$ cat config.mk
export PLATFORM = sky130hd
export DESIGN_NAME = coalescing_store_buffer
export DESIGN_NICKNAME = d
export VERILOG_FILES = /design/src/rtl/sb_pkg.sv /design/src/rtl/sb_match.sv /design/src/rtl/sb_free_pick.sv /design/src/rtl/sb_entry.sv /design/src/rtl/coalescing_store_buffer.sv
export SDC_FILE = /design/constraint.sdc
export NUM_CORES = 2
export LEC_CHECK = 0
export ABC_CLOCK_PERIOD_IN_PS = 11700
export BUFFER_PORTS_ARGS = -buffer_cell sky130_fd_sc_hd__buf_2
export CAP_MARGIN = 10
export CORE_UTILIZATION = 50
export CTS_CLUSTER_DIAMETER = 50
export DETAILED_ROUTE_END_ITERATION = 16
export GPL_TIMING_DRIVEN = 0
export PLACE_DENSITY_LB_ADDON = 0.12
export SLEW_MARGIN = 40
export SYNTH_ARGS = -nofsm -noshare
export SYNTH_HDL_FRONTEND = slang
export SYNTH_HIERARCHICAL = 1
export SYNTH_SLANG_ARGS = --single-unit
$ cat constraint.sdc
create_clock -name clk -period 11.7 [get_ports clk]
set_input_delay 3.51 -clock clk [delete_from_list [all_inputs] [get_ports clk]]
set_output_delay 3.51 -clock clk [all_outputs]
set_load 0.005 [all_outputs]
$ cat src/rtl/sb_pkg.sv
// Shared types for the coalescing store buffer.
// Assumes: nothing beyond IEEE 1800-2017 enums.
package sb_pkg;
    // What the buffer does with the store presented in the current cycle
    typedef enum logic [2:0] {
        ST_IDLE   = 3'd0,
        ST_BYPASS = 3'd1,
        ST_MERGE  = 3'd2,
        ST_ALLOC  = 3'd3,
        ST_STALL  = 3'd4
    } st_action_e;
endpackage

$ cat src/rtl/sb_match.sv
// Block-address comparator array: flags every valid entry whose tag equals key.
// Assumes: the caller keeps tags unique, so the result is at most one-hot.
module sb_match #(
    parameter int N_ENT  = 8,
    parameter int ADDR_W = 26
) (
    input  logic [N_ENT-1:0]  valid_vec,
    input  logic [ADDR_W-1:0] tag_vec [N_ENT],
    input  logic [ADDR_W-1:0] key,
    output logic [N_ENT-1:0]  hit_vec
);
    for (genvar i = 0; i < N_ENT; i++) begin : g_cmp
        // compare one entry's tag with the key
        assign hit_vec[i] = valid_vec[i] && (tag_vec[i] == key);
    end
endmodule

$ cat src/rtl/sb_free_pick.sv
// Selects the lowest-numbered invalid entry as the allocation target.
// Assumes: a one-hot result, or all zeros when every entry is valid.
module sb_free_pick #(
    parameter int N_ENT = 8
) (
    input  logic [N_ENT-1:0] valid_vec,
    output logic [N_ENT-1:0] pick_vec,
    output logic             any_free
);
    // ripple a "taken" token from entry 0 upward
    always_comb begin
        logic taken;
        taken = 1'b0;
        for (int i = 0; i < N_ENT; i++) begin
            pick_vec[i] = !valid_vec[i] && !taken;
            taken       = taken || !valid_vec[i];
        end
    end

    assign any_free = ~&valid_vec;
endmodule

$ cat src/rtl/sb_entry.sv
// One buffer entry: block tag, byte mask, block bytes and two speculation flags.
// Assumes: alloc_i and merge_i are never both high; free_i and kill_i win over
// either, and the top never combines them for this entry in one cycle.
module sb_entry #(
    parameter int ADDR_W      = 26,
    parameter int BLOCK_BYTES = 8,
    localparam int DATA_W     = 8 * BLOCK_BYTES
) (
    input  logic                   clk,
    input  logic                   rst_n,
    input  logic                   alloc_i,
    input  logic                   merge_i,
    input  logic                   free_i,
    input  logic                   kill_i,
    input  logic [ADDR_W-1:0]      addr_i,
    input  logic [BLOCK_BYTES-1:0] be_i,
    input  logic [DATA_W-1:0]      data_i,
    input  logic                   rd_i,
    input  logic                   wr_i,
    output logic                   valid_o,
    output logic [ADDR_W-1:0]      addr_o,
    output logic [BLOCK_BYTES-1:0] be_o,
    output logic [DATA_W-1:0]      data_o,
    output logic                   rd_o,
    output logic                   wr_o
);
    logic                   valid_q;
    logic [ADDR_W-1:0]      addr_q;
    logic [BLOCK_BYTES-1:0] be_q;
    logic [DATA_W-1:0]      data_q;
    logic                   rd_q;
    logic                   wr_q;
    logic [DATA_W-1:0]      data_nxt;
    logic                   drop;

    // entry disappears on its fill, or on rollback if it holds speculative writes
    assign drop = free_i || (kill_i && wr_q);

    // per-byte merge: enabled bytes take new data, fresh entries start from zero
    always_comb begin
        for (int b = 0; b < BLOCK_BYTES; b++) begin
            if (be_i[b])
                data_nxt[b*8 +: 8] = data_i[b*8 +: 8];
            else if (alloc_i)
                data_nxt[b*8 +: 8] = 8'h00;
            else
                data_nxt[b*8 +: 8] = data_q[b*8 +: 8];
        end
    end

    // state update for valid, tag, mask, data and flags
    always_ff @(posedge clk) begin
        if (!rst_n) begin
            valid_q <= 1'b0;
            addr_q  <= '0;
            be_q    <= '0;
            data_q  <= '0;
            rd_q    <= 1'b0;
            wr_q    <= 1'b0;
        end else if (drop) begin
            valid_q <= 1'b0;
            be_q    <= '0;
            rd_q    <= 1'b0;
            wr_q    <= 1'b0;
        end else if (alloc_i) begin
            valid_q <= 1'b1;
            addr_q  <= addr_i;
            be_q    <= be_i;
            data_q  <= data_nxt;
            rd_q    <= rd_i;
            wr_q    <= wr_i;
        end else if (merge_i) begin
            be_q    <= be_q | be_i;
            data_q  <= data_nxt;
            rd_q    <= rd_q | rd_i;
            wr_q    <= wr_q | wr_i;
        end
    end

    assign valid_o = valid_q;
    assign addr_o  = addr_q;
    assign be_o    = be_q;
    assign data_o  = data_q;
    assign rd_o    = rd_q;
    assign wr_o    = wr_q;


    rollback_kill_chk: assert property (@(posedge clk) disable iff (!rst_n)
        (kill_i && valid_q && wr_q) |=> !valid_q);


    fill_free_chk: assert property (@(posedge clk) disable iff (!rst_n)
        (free_i && valid_q) |=> !valid_q);


    flag_sticky_chk: assert property (@(posedge clk) disable iff (!rst_n)
        (valid_q && merge_i && !drop) |=> (rd_q >= $past(rd_q)) && (wr_q >= $past(wr_q)));
endmodule

$ cat src/rtl/coalescing_store_buffer.sv
// Unordered, block-coalescing buffer for stores that miss in L1.
// Holds one entry per outstanding block, merges later stores into it, drains
// an entry with its speculation flags when the block's fill returns, and
// discards speculatively written entries on rollback.
// Assumes: fills name blocks previously requested; rollback is a one-cycle pulse.
module coalescing_store_buffer #(
    parameter int N_ENT       = 8,
    parameter int BLK_ADDR_W  = 26,
    parameter int BLOCK_BYTES = 8,
    localparam int DATA_W     = 8 * BLOCK_BYTES
) (
    input  logic                   clk,
    input  logic                   rst_n,
    input  logic                   st_valid,
    output logic                   st_ready,
    input  logic [BLK_ADDR_W-1:0]  st_blk_addr,
    input  logic [BLOCK_BYTES-1:0] st_byte_en,
    input  logic [DATA_W-1:0]      st_wdata,
    input  logic                   st_l1_hit,
    input  logic                   st_spec_rd,
    input  logic                   st_spec_wr,
    input  logic                   fill_valid,
    input  logic [BLK_ADDR_W-1:0]  fill_blk_addr,
    input  logic                   rollback,
    input  logic                   fence_req,
    output logic                   fence_stall,
    output logic                   drain_valid,
    output logic [BLK_ADDR_W-1:0]  drain_blk_addr,
    output logic [BLOCK_BYTES-1:0] drain_byte_en,
    output logic [DATA_W-1:0]      drain_data,
    output logic                   drain_spec_rd,
    output logic                   drain_spec_wr,
    output logic                   sb_empty,
    output logic                   sb_full
);
    import sb_pkg::*;

    logic [N_ENT-1:0]       ent_valid;
    logic [BLK_ADDR_W-1:0]  ent_addr [N_ENT];
    logic [BLOCK_BYTES-1:0] ent_be   [N_ENT];
    logic [DATA_W-1:0]      ent_data [N_ENT];
    logic [N_ENT-1:0]       ent_rd;
    logic [N_ENT-1:0]       ent_wr;

    logic [N_ENT-1:0] st_hit_vec;
    logic [N_ENT-1:0] fill_hit_vec;
    logic [N_ENT-1:0] free_pick;
    logic             any_free;
    logic             st_matched;
    logic             fill_conflict;
    logic [N_ENT-1:0] drain_en;
    st_action_e       action;

    // tag lookup for the incoming store
    sb_match #(.N_ENT(N_ENT), .ADDR_W(BLK_ADDR_W)) u_st_match (
        .valid_vec (ent_valid),
        .tag_vec   (ent_addr),
        .key       (st_blk_addr),
        .hit_vec   (st_hit_vec)
    );

    // tag lookup for the returning fill
    sb_match #(.N_ENT(N_ENT), .ADDR_W(BLK_ADDR_W)) u_fill_match (
        .valid_vec (ent_valid),
        .tag_vec   (ent_addr),
        .key       (fill_blk_addr),
        .hit_vec   (fill_hit_vec)
    );

    // allocation target
    sb_free_pick #(.N_ENT(N_ENT)) u_pick (
        .valid_vec (ent_valid),
        .pick_vec  (free_pick),
        .any_free  (any_free)
    );

    assign st_matched    = |st_hit_vec;
    assign fill_conflict = fill_valid && (fill_blk_addr == st_blk_addr);

    // classify the presented store
    always_comb begin
        if (!st_valid)
            action = ST_IDLE;
        else if (st_l1_hit)
            action = ST_BYPASS;
        else if (rollback || fill_conflict)
            action = ST_STALL;
        else if (st_matched)
            action = ST_MERGE;
        else if (any_free)
            action = ST_ALLOC;
        else
            action = ST_STALL;
    end

    assign st_ready = (action != ST_STALL);

    for (genvar i = 0; i < N_ENT; i++) begin : g_ent
        // a fill drains its entry unless rollback is discarding that entry
        assign drain_en[i] = fill_valid && fill_hit_vec[i] && !(rollback && ent_wr[i]);

        sb_entry #(.ADDR_W(BLK_ADDR_W), .BLOCK_BYTES(BLOCK_BYTES)) u_ent (
            .clk     (clk),
            .rst_n   (rst_n),
            .alloc_i ((action == ST_ALLOC) && free_pick[i]),
            .merge_i ((action == ST_MERGE) && st_hit_vec[i]),
            .free_i  (drain_en[i]),
            .kill_i  (rollback),
            .addr_i  (st_blk_addr),
            .be_i    (st_byte_en),
            .data_i  (st_wdata),
            .rd_i    (st_spec_rd),
            .wr_i    (st_spec_wr),
            .valid_o (ent_valid[i]),
            .addr_o  (ent_addr[i]),
            .be_o    (ent_be[i]),
            .data_o  (ent_data[i]),
            .rd_o    (ent_rd[i]),
            .wr_o    (ent_wr[i])
        );
    end

    // one-hot OR mux of the draining entry onto the drain port
    always_comb begin
        drain_blk_addr = '0;
        drain_byte_en  = '0;
        drain_data     = '0;
        drain_spec_rd  = 1'b0;
        drain_spec_wr  = 1'b0;
        for (int i = 0; i < N_ENT; i++) begin
            if (drain_en[i]) begin
                drain_blk_addr = drain_blk_addr | ent_addr[i];
                drain_byte_en  = drain_byte_en  | ent_be[i];
                drain_data     = drain_data     | ent_data[i];
                drain_spec_rd  = drain_spec_rd  | ent_rd[i];
                drain_spec_wr  = drain_spec_wr  | ent_wr[i];
            end
        end
    end

    assign drain_valid = |drain_en;
    assign sb_empty    = ~|ent_valid;
    assign sb_full     = &ent_valid;
    assign fence_stall = fence_req && !sb_empty;


    single_store_match_chk: assert property (@(posedge clk) disable iff (!rst_n)
        $onehot0(st_hit_vec));


    single_fill_match_chk: assert property (@(posedge clk) disable iff (!rst_n)
        $onehot0(fill_hit_vec));


    alloc_nonempty_chk: assert property (@(posedge clk) disable iff (!rst_n)
        (action == ST_ALLOC) |=> !sb_empty);


    full_backpressure_chk: assert property (@(posedge clk) disable iff (!rst_n)
        (sb_full && st_valid && !st_l1_hit && !st_matched) |-> !st_ready);


    drain_shrinks_chk: assert property (@(posedge clk) disable iff (!rst_n)
        (drain_valid && (action != ST_ALLOC)) |=>
            ($countones(ent_valid) < $past($countones(ent_valid))));


    rollback_clean_chk: assert property (@(posedge clk) disable iff (!rst_n)
        rollback |=> ((ent_valid & ent_wr) == '0));


    bypass_no_alloc_chk: assert property (@(posedge clk) disable iff (!rst_n)
        (st_valid && st_l1_hit && !fill_valid && !rollback) |=>
            ($countones(ent_valid) == $past($countones(ent_valid))));
endmodule

### Word-level counts from Yosys, hierarchy flattened

Index checks and enable logic that the tools add are counted.
Widths: inputs -> output; s select.

| word-level totals | value |
|---|---|
| register bits after elaboration | 808 |
| input bits | 133 |
| output and inout port bits | 105 |
| logic and storage cells | 512 |

| operators by class | value |
|---|---|
| equal/unequal tests | 20 |
| muxes and demuxes | 237 |
| bitwise operators | 68 |
| reduce and logical (&&, ||, !) cells | 139 |

Operators by type and width:

| kind | number |
|---|---|
| $mux 64 | 24 |
| $mux 8 | 152 |
| $or 64x64->64 | 7 |
| $eq 26x26->1 | 17 |
| $mux 26 | 8 |
| $or 26x26->26 | 7 |
| $or 8x8->8 | 15 |
| $logic_and 1x1->1 | 65 |
| $mux 1 | 48 |
| $reduce_and 2->1 | 16 |
| $or 1x1->1 | 30 |
| $reduce_or 8->1 | 3 |
| $logic_not 1->1 | 23 |
| $reduce_bool 2->1 | 8 |
| $reduce_or 2->1 | 8 |
| $logic_or 1x1->1 | 15 |
| $mux 3 | 5 |
| $not 1->1 | 9 |
| $reduce_and 8->1 | 1 |
| $eq 3x2->1 const B | 2 |
| $ne 3x3->1 const B | 1 |

### Longest topological paths before layout

| depth | value |
|---|---|
| word-level depth | 19 |
| gate-level depth with buffers | 14 |

### By module

Netlist, hierarchy kept.

By module, submodules not included:

| module | times used | cells an instance | area each (um2) | sequential area each (um2) |
|---|---|---|---|---|
| sb_entry | 8 | 460 | 4,326.6 | 2,021.9 |
| sb_match | 2 | 306 | 2,612.5 | 0.0 |
| coalescing_store_buffer | 1 | 693 | 4,737.0 | 0.0 |
| sb_free_pick | 1 | 13 | 81.3 | 0.0 |

### Least setup slack after synthesis

Ideal clock, no wire load.

| timing | value |
|---|---|
| path kind | input to output |
| start | input port fill_blk_addr[18] |
| end | output port drain_blk_addr[11] |
| arrival | 5.891 ns |
| setup slack | 2.299 ns |
| cell stages on the path | 12 |
| path through | buf_6 > xnor2_1 > nand4_1 > or4_1 > nor4_2 > nand2_1 > a21oi_1 > buf_2 > clkbuf_1 > clkbuf_1 > a22oi_1 > nand3_1 |

| between the ends | value |
|---|---|
| elaborated cells on any way between the ends | 47 |

RTL lines:

| item | line | text |
|---|---|---|
| start: declaration | coalescing_store_buffer.sv:23 | `input logic [BLK_ADDR_W-1:0] fill_blk_addr,` |
| $eq 26x26->1 (*) | sb_match.sv:14 | `assign hit_vec[i] = valid_vec[i] && (tag_vec[i] == key);` |
| $logic_and 1x1->1 (*) | sb_match.sv:14 |  |
| via fill_hit_vec[6] | coalescing_store_buffer.sv:46 | `logic [N_ENT-1:0] fill_hit_vec;` |
| $logic_and 1x1->1 (*) (2 in series) | coalescing_store_buffer.sv:100 | `assign drain_en[i] = fill_valid && fill_hit_vec[i] && !(rollback && ent_wr[i]);` |
| via drain_en[6] | coalescing_store_buffer.sv:51 | `logic [N_ENT-1:0] drain_en;` |
| $mux 26 (*) | coalescing_store_buffer.sv:131 | `if (drain_en[i]) begin` |
| $or 26x26->26 | coalescing_store_buffer.sv:132 | `drain_blk_addr = drain_blk_addr \| ent_addr[i];` |
| $mux 26 (*) | coalescing_store_buffer.sv:131 |  |
| end: declaration | coalescing_store_buffer.sv:28 | `output logic [BLK_ADDR_W-1:0] drain_blk_addr,` |

Mark *: on every way through the listed nets, which the timed path passes. The rest lies on a longest branch.

### Worst setup path after layout

| timing | value |
|---|---|
| start | input port fill_blk_addr[4] |
| end | output port drain_blk_addr[0] |

| between the ends | value |
|---|---|
| cells in the longest elaborated chain, start to end | 19 |
| elaborated cells on any way between the ends | 47 |

RTL lines:

| item | line |
|---|---|
| $eq 26x26->1 (*) | sb_match.sv:14 |
| $logic_and 1x1->1 (*) | sb_match.sv:14 |
| via fill_hit_vec[0] | coalescing_store_buffer.sv:46 |
| $logic_and 1x1->1 (*) (2 in series) | coalescing_store_buffer.sv:100 |
| via drain_en[0] | coalescing_store_buffer.sv:51 |
| $mux 26 (*) | coalescing_store_buffer.sv:131 |
| $or 26x26->26 | coalescing_store_buffer.sv:132 |
| $mux 26 (*) | coalescing_store_buffer.sv:131 |
| [... 4 more ...] | n/a |
| $or 26x26->26 | coalescing_store_buffer.sv:132 |
| $mux 26 (*) | coalescing_store_buffer.sv:131 |
| $or 26x26->26 | coalescing_store_buffer.sv:132 |
| $mux 26 (*) | coalescing_store_buffer.sv:131 |
| $or 26x26->26 | coalescing_store_buffer.sv:132 |
| $mux 26 (*) | coalescing_store_buffer.sv:131 |
| $or 26x26->26 | coalescing_store_buffer.sv:132 |
| $mux 26 (*) | coalescing_store_buffer.sv:131 |

Marked as above.

==> flow_summary.json <==
{
  "slew_violations": 0,
  "cp_top_family": "buffers and inverters",
  "violations": "negative setup slack",
  "mostFrequentLayoutCells": "nand2_1, dfxtp_1, mux2i_1",
  "grt.overflow.total": 0,
  "hp-class": "register to register",
  "die_w_um": 301,
  "p_sw_mw": 1.95,
  "multi_input_area_um2": 25800,
  "track_usage_pct": 54.8,
  "criticalPathCategory": "primary input to output pin",
  "drt-total-wl_um": 255000,
  "synth_area_per_cell_um2": 8.93,
  "cp-start-kind": "primary input",
  "port_buffers": 227,
  "antenna_found_initial": 24,
  "antenna_left": 0,
  "grt_first_pass_wirelength_um": 342000,
  "synthArstFlopShare_pct": 0,
  "ys_types": 42,
  "clkPwrFrac_pct": 50.8,
  "power_frac_seq_pct": 39.5,
  "hold_violations": 0,
  "htreeDepth": 3,
  "p_leak_nw": 19.2,
  "place_area_um2": 47600,
  "post-dp-hpwl_um": 179000,
  "p_int_mw": 5.07,
  "numCtsBuffers": 110,
  "synth_top_area_cell": "dfxtp_1",
  "yosysSeqAreaShare_pct": 36.2,
  "postCtsHoldBufs": 0,
  "synth.top_cell.area_share_pct": 36.2,
  "power.density_nw_per_um2": 136,
  "die-area_um2": 90500,
  "first_pass_iters": 8,
  "ys.flop_type": "dfxtp_1",
  "wl_per_cell_um": 38.5,
  "syn-cell-area_um2": 44700,
  "ff_latch_area_um2": 16200,
  "p_total_mw": 7.02,
  "finalNetCount": 5478,
  "syn_inst": 4998,
  "clkTransAtPathRegs_ns": 0.05,
  "row_count": 109,
  "drive_above_1_share_pct": 17.7,
  "clock-root-buffer": "clkbuf_16",
  "crit_path_max_fanout": 11,
  "combinationalPowerShare_pct": 9.7,
  "setup-violations-final": 43,
  "period_needed_ns": 11.98,
  "final_common_cell": "nand2_1",
  "ios": 238,
  "finalCritPeriodShare_pct": 102,
  "worst_path_most_repeated_cell": "buf_2",
  "gp_congestion": 1.13,
  "setup_ws_ns": -0.285,
  "crit_chain": "buf_2, buf_6, xnor2_1, nand4_1, or4_1, nor4_2, nand2_1, a21oi_1, buf_2, buf_2, buf_2, a22oi_1, nand3_1, buf_2",
  "start_util_pct": 50.5,
  "first_global_vias": 41800,
  "yosys_warnings": 6,
  "outcome": "finished, violations left",
  "tightest_slew_ns": 1.01,
  "maxCapViolations": 0,
  "fmax_ghz": 0.0834,
  "core-area_um2": 88400,
  "grt_max_degree": 19,
  "vias_per_cell": 6.81,
  "syn_to_final_growth_pct": 15.4,
  "clock_skew_ns": 0.0623,
  "ys_top_cells_by_area": "dfxtp_1, mux2i_1, xnor2_1",
  "clock-sinks": 808,
  "clk_latency_ns": 0.75,
  "switching_share_pct": 27.8,
  "fin_area_um2": 51500,
  "cts_tree": "yes",
  "cts_buffer_depth": 3,
  "drt_iter0_drc": 7506,
  "cp_slowest_stage_delay_ns": 0.63,
  "peakVddDrop_uv": 127,
  "drc": 0,
  "worst-path-buf-inv": 6,
  "rsz0062_at_grt": "false",
  "synth-seq-cells": 808,
  "via_count": 45100,
  "fillers": 7999,
  "synth-edff-count": 0,
  "crit_slowest_cell": "nor4_2",
  "dieHeight_um": 301,
  "arrival_ns": 8.47,
  "slew_headroom_pct": 32.8,
  "synth_nets": 5131,
  "finalSetupTns_ns": -4.40,
  "end_kind": "output pin",
  "required_ns": 8.19
}
## registers in the layout, summed over array words and instances, names as in the netlist
signal,cells
g_ent.u_ent/data_o,512
g_ent.u_ent/addr_o,208
g_ent.u_ent/be_o,64
g_ent.u_ent/rd_o,8
g_ent.u_ent/valid_o,8
g_ent.u_ent/wr_o,8
## cells in the mapped netlist, types with 18 or more instances
library cell  instances
buf_2               107
nand3_1             628
or4_1                18
clkbuf_1            111
a22o_1               99
buf_1                51
dfxtp_1             808
nor2b_1              81
nand4_1             104
a22oi_1             198
xnor2_1             440
nor2_1              110
buf_6                65
mux2i_1             720
nor2_8               64
buf_4                74
a221oi_1            100
nand2_1             966
a21oi_1              88
a21oi_2              72
## routing by layer
layer | vias to the layer above | global-route usage (%) | wire length (um)
met5 | - | 0.529 | 195
met4 | 24 | 48.1 | 27400
met3 | 1258 | 22.7 | 36800
met2 | 3941 | 77.6 | 103000
met1 | 21600 | 63.3 | 87600
li1 | 18300 | - | -
## power groups by stage
| stage | Clock, mW | Sequential, mW | Combinational [mW] |
|---|---|---|---|
| final | 3.57 | 2.77 | 0.679 |
| after global routing | 3.67 | 2.77 | 0.669 |
| after CTS | 3.55 | 2.77 | 0.628 |
| after detailed placement | 0 | 2.83 | 0.626 |
| after global placement | 0 | 2.83 | 0.624 |
| after floorplan | 0 | 2.83 | 0.322 |
## worst paths after layout
check,start,to,slack (ns),cells after the start
worst min register to register,g_ent[1].u_ent/data_o[22]$_SDFFE_PN0P_,g_ent[1].u_ent/data_o[22]$_SDFFE_PN0P_,0.46,2
worst min-delay path,g_ent[1].u_ent/data_o[22]$_SDFFE_PN0P_,g_ent[1].u_ent/data_o[22]$_SDFFE_PN0P_,0.46,2
worst max-delay path,fill_blk_addr[4],drain_blk_addr[0],-0.28,14
worst max register to register,g_ent[5].u_ent/addr_o[4]$_SDFFE_PN0P_,g_ent[5].u_ent/addr_o[20]$_SDFFE_PN0P_,6.18,13
## tightest hold or removal path: stages (launching register included)
cell and delay, ns:
dfxtp_1 0.31, nand2_1 0.05, mux2i_1 0.05
## repair_timing
item,in CTS,in global routing
setup buffers,0,0
setup endpoints to repair,61,64
resized for setup,1,19
gates cloned,0,0
## metrics by stage
stage | hold WS, ns | utilization [%] | instances | worst slack (ns)
after floorplan | 0.434 | - | 4998 | 2.30
after global placement | 0.441 | 53.5 | 6390 | -1.23
after detailed placement | 0.446 | 53.9 | 6399 | -0.258
after CTS | 0.456 | 58.2 | 6600 | 0.0220
after global routing | 0.467 | 58.3 | 6602 | 0.0193
final | 0.457 | 58.3 | 6620 | -0.285
## final cells by class
cell class | instances | area share, %
Clock inverter | 57 | 1.48
Clock buffer | 144 | 5.96
Antenna cell | 21 | 0.102
Buffer | 431 | 5.52
Tap cell | 1165 | 2.83
Inverter | 2 | 0.0146
Sequential cell | 808 | 31.4
Timing Repair Buffer | 236 | 2.65
Multi-Input combinational cell | 3756 | 50.1
## logic make-up after synthesis
kind of cell	Yosys count	share of synthesized area, %
buf+inv	434	6.09
flops	808	36.2
xor+xnor	442	8.70
compound gates	568	9.83
mux	720	16.1
simple gates	2026	23.0
Note: power is estimated with default switching activity, not from simulation.
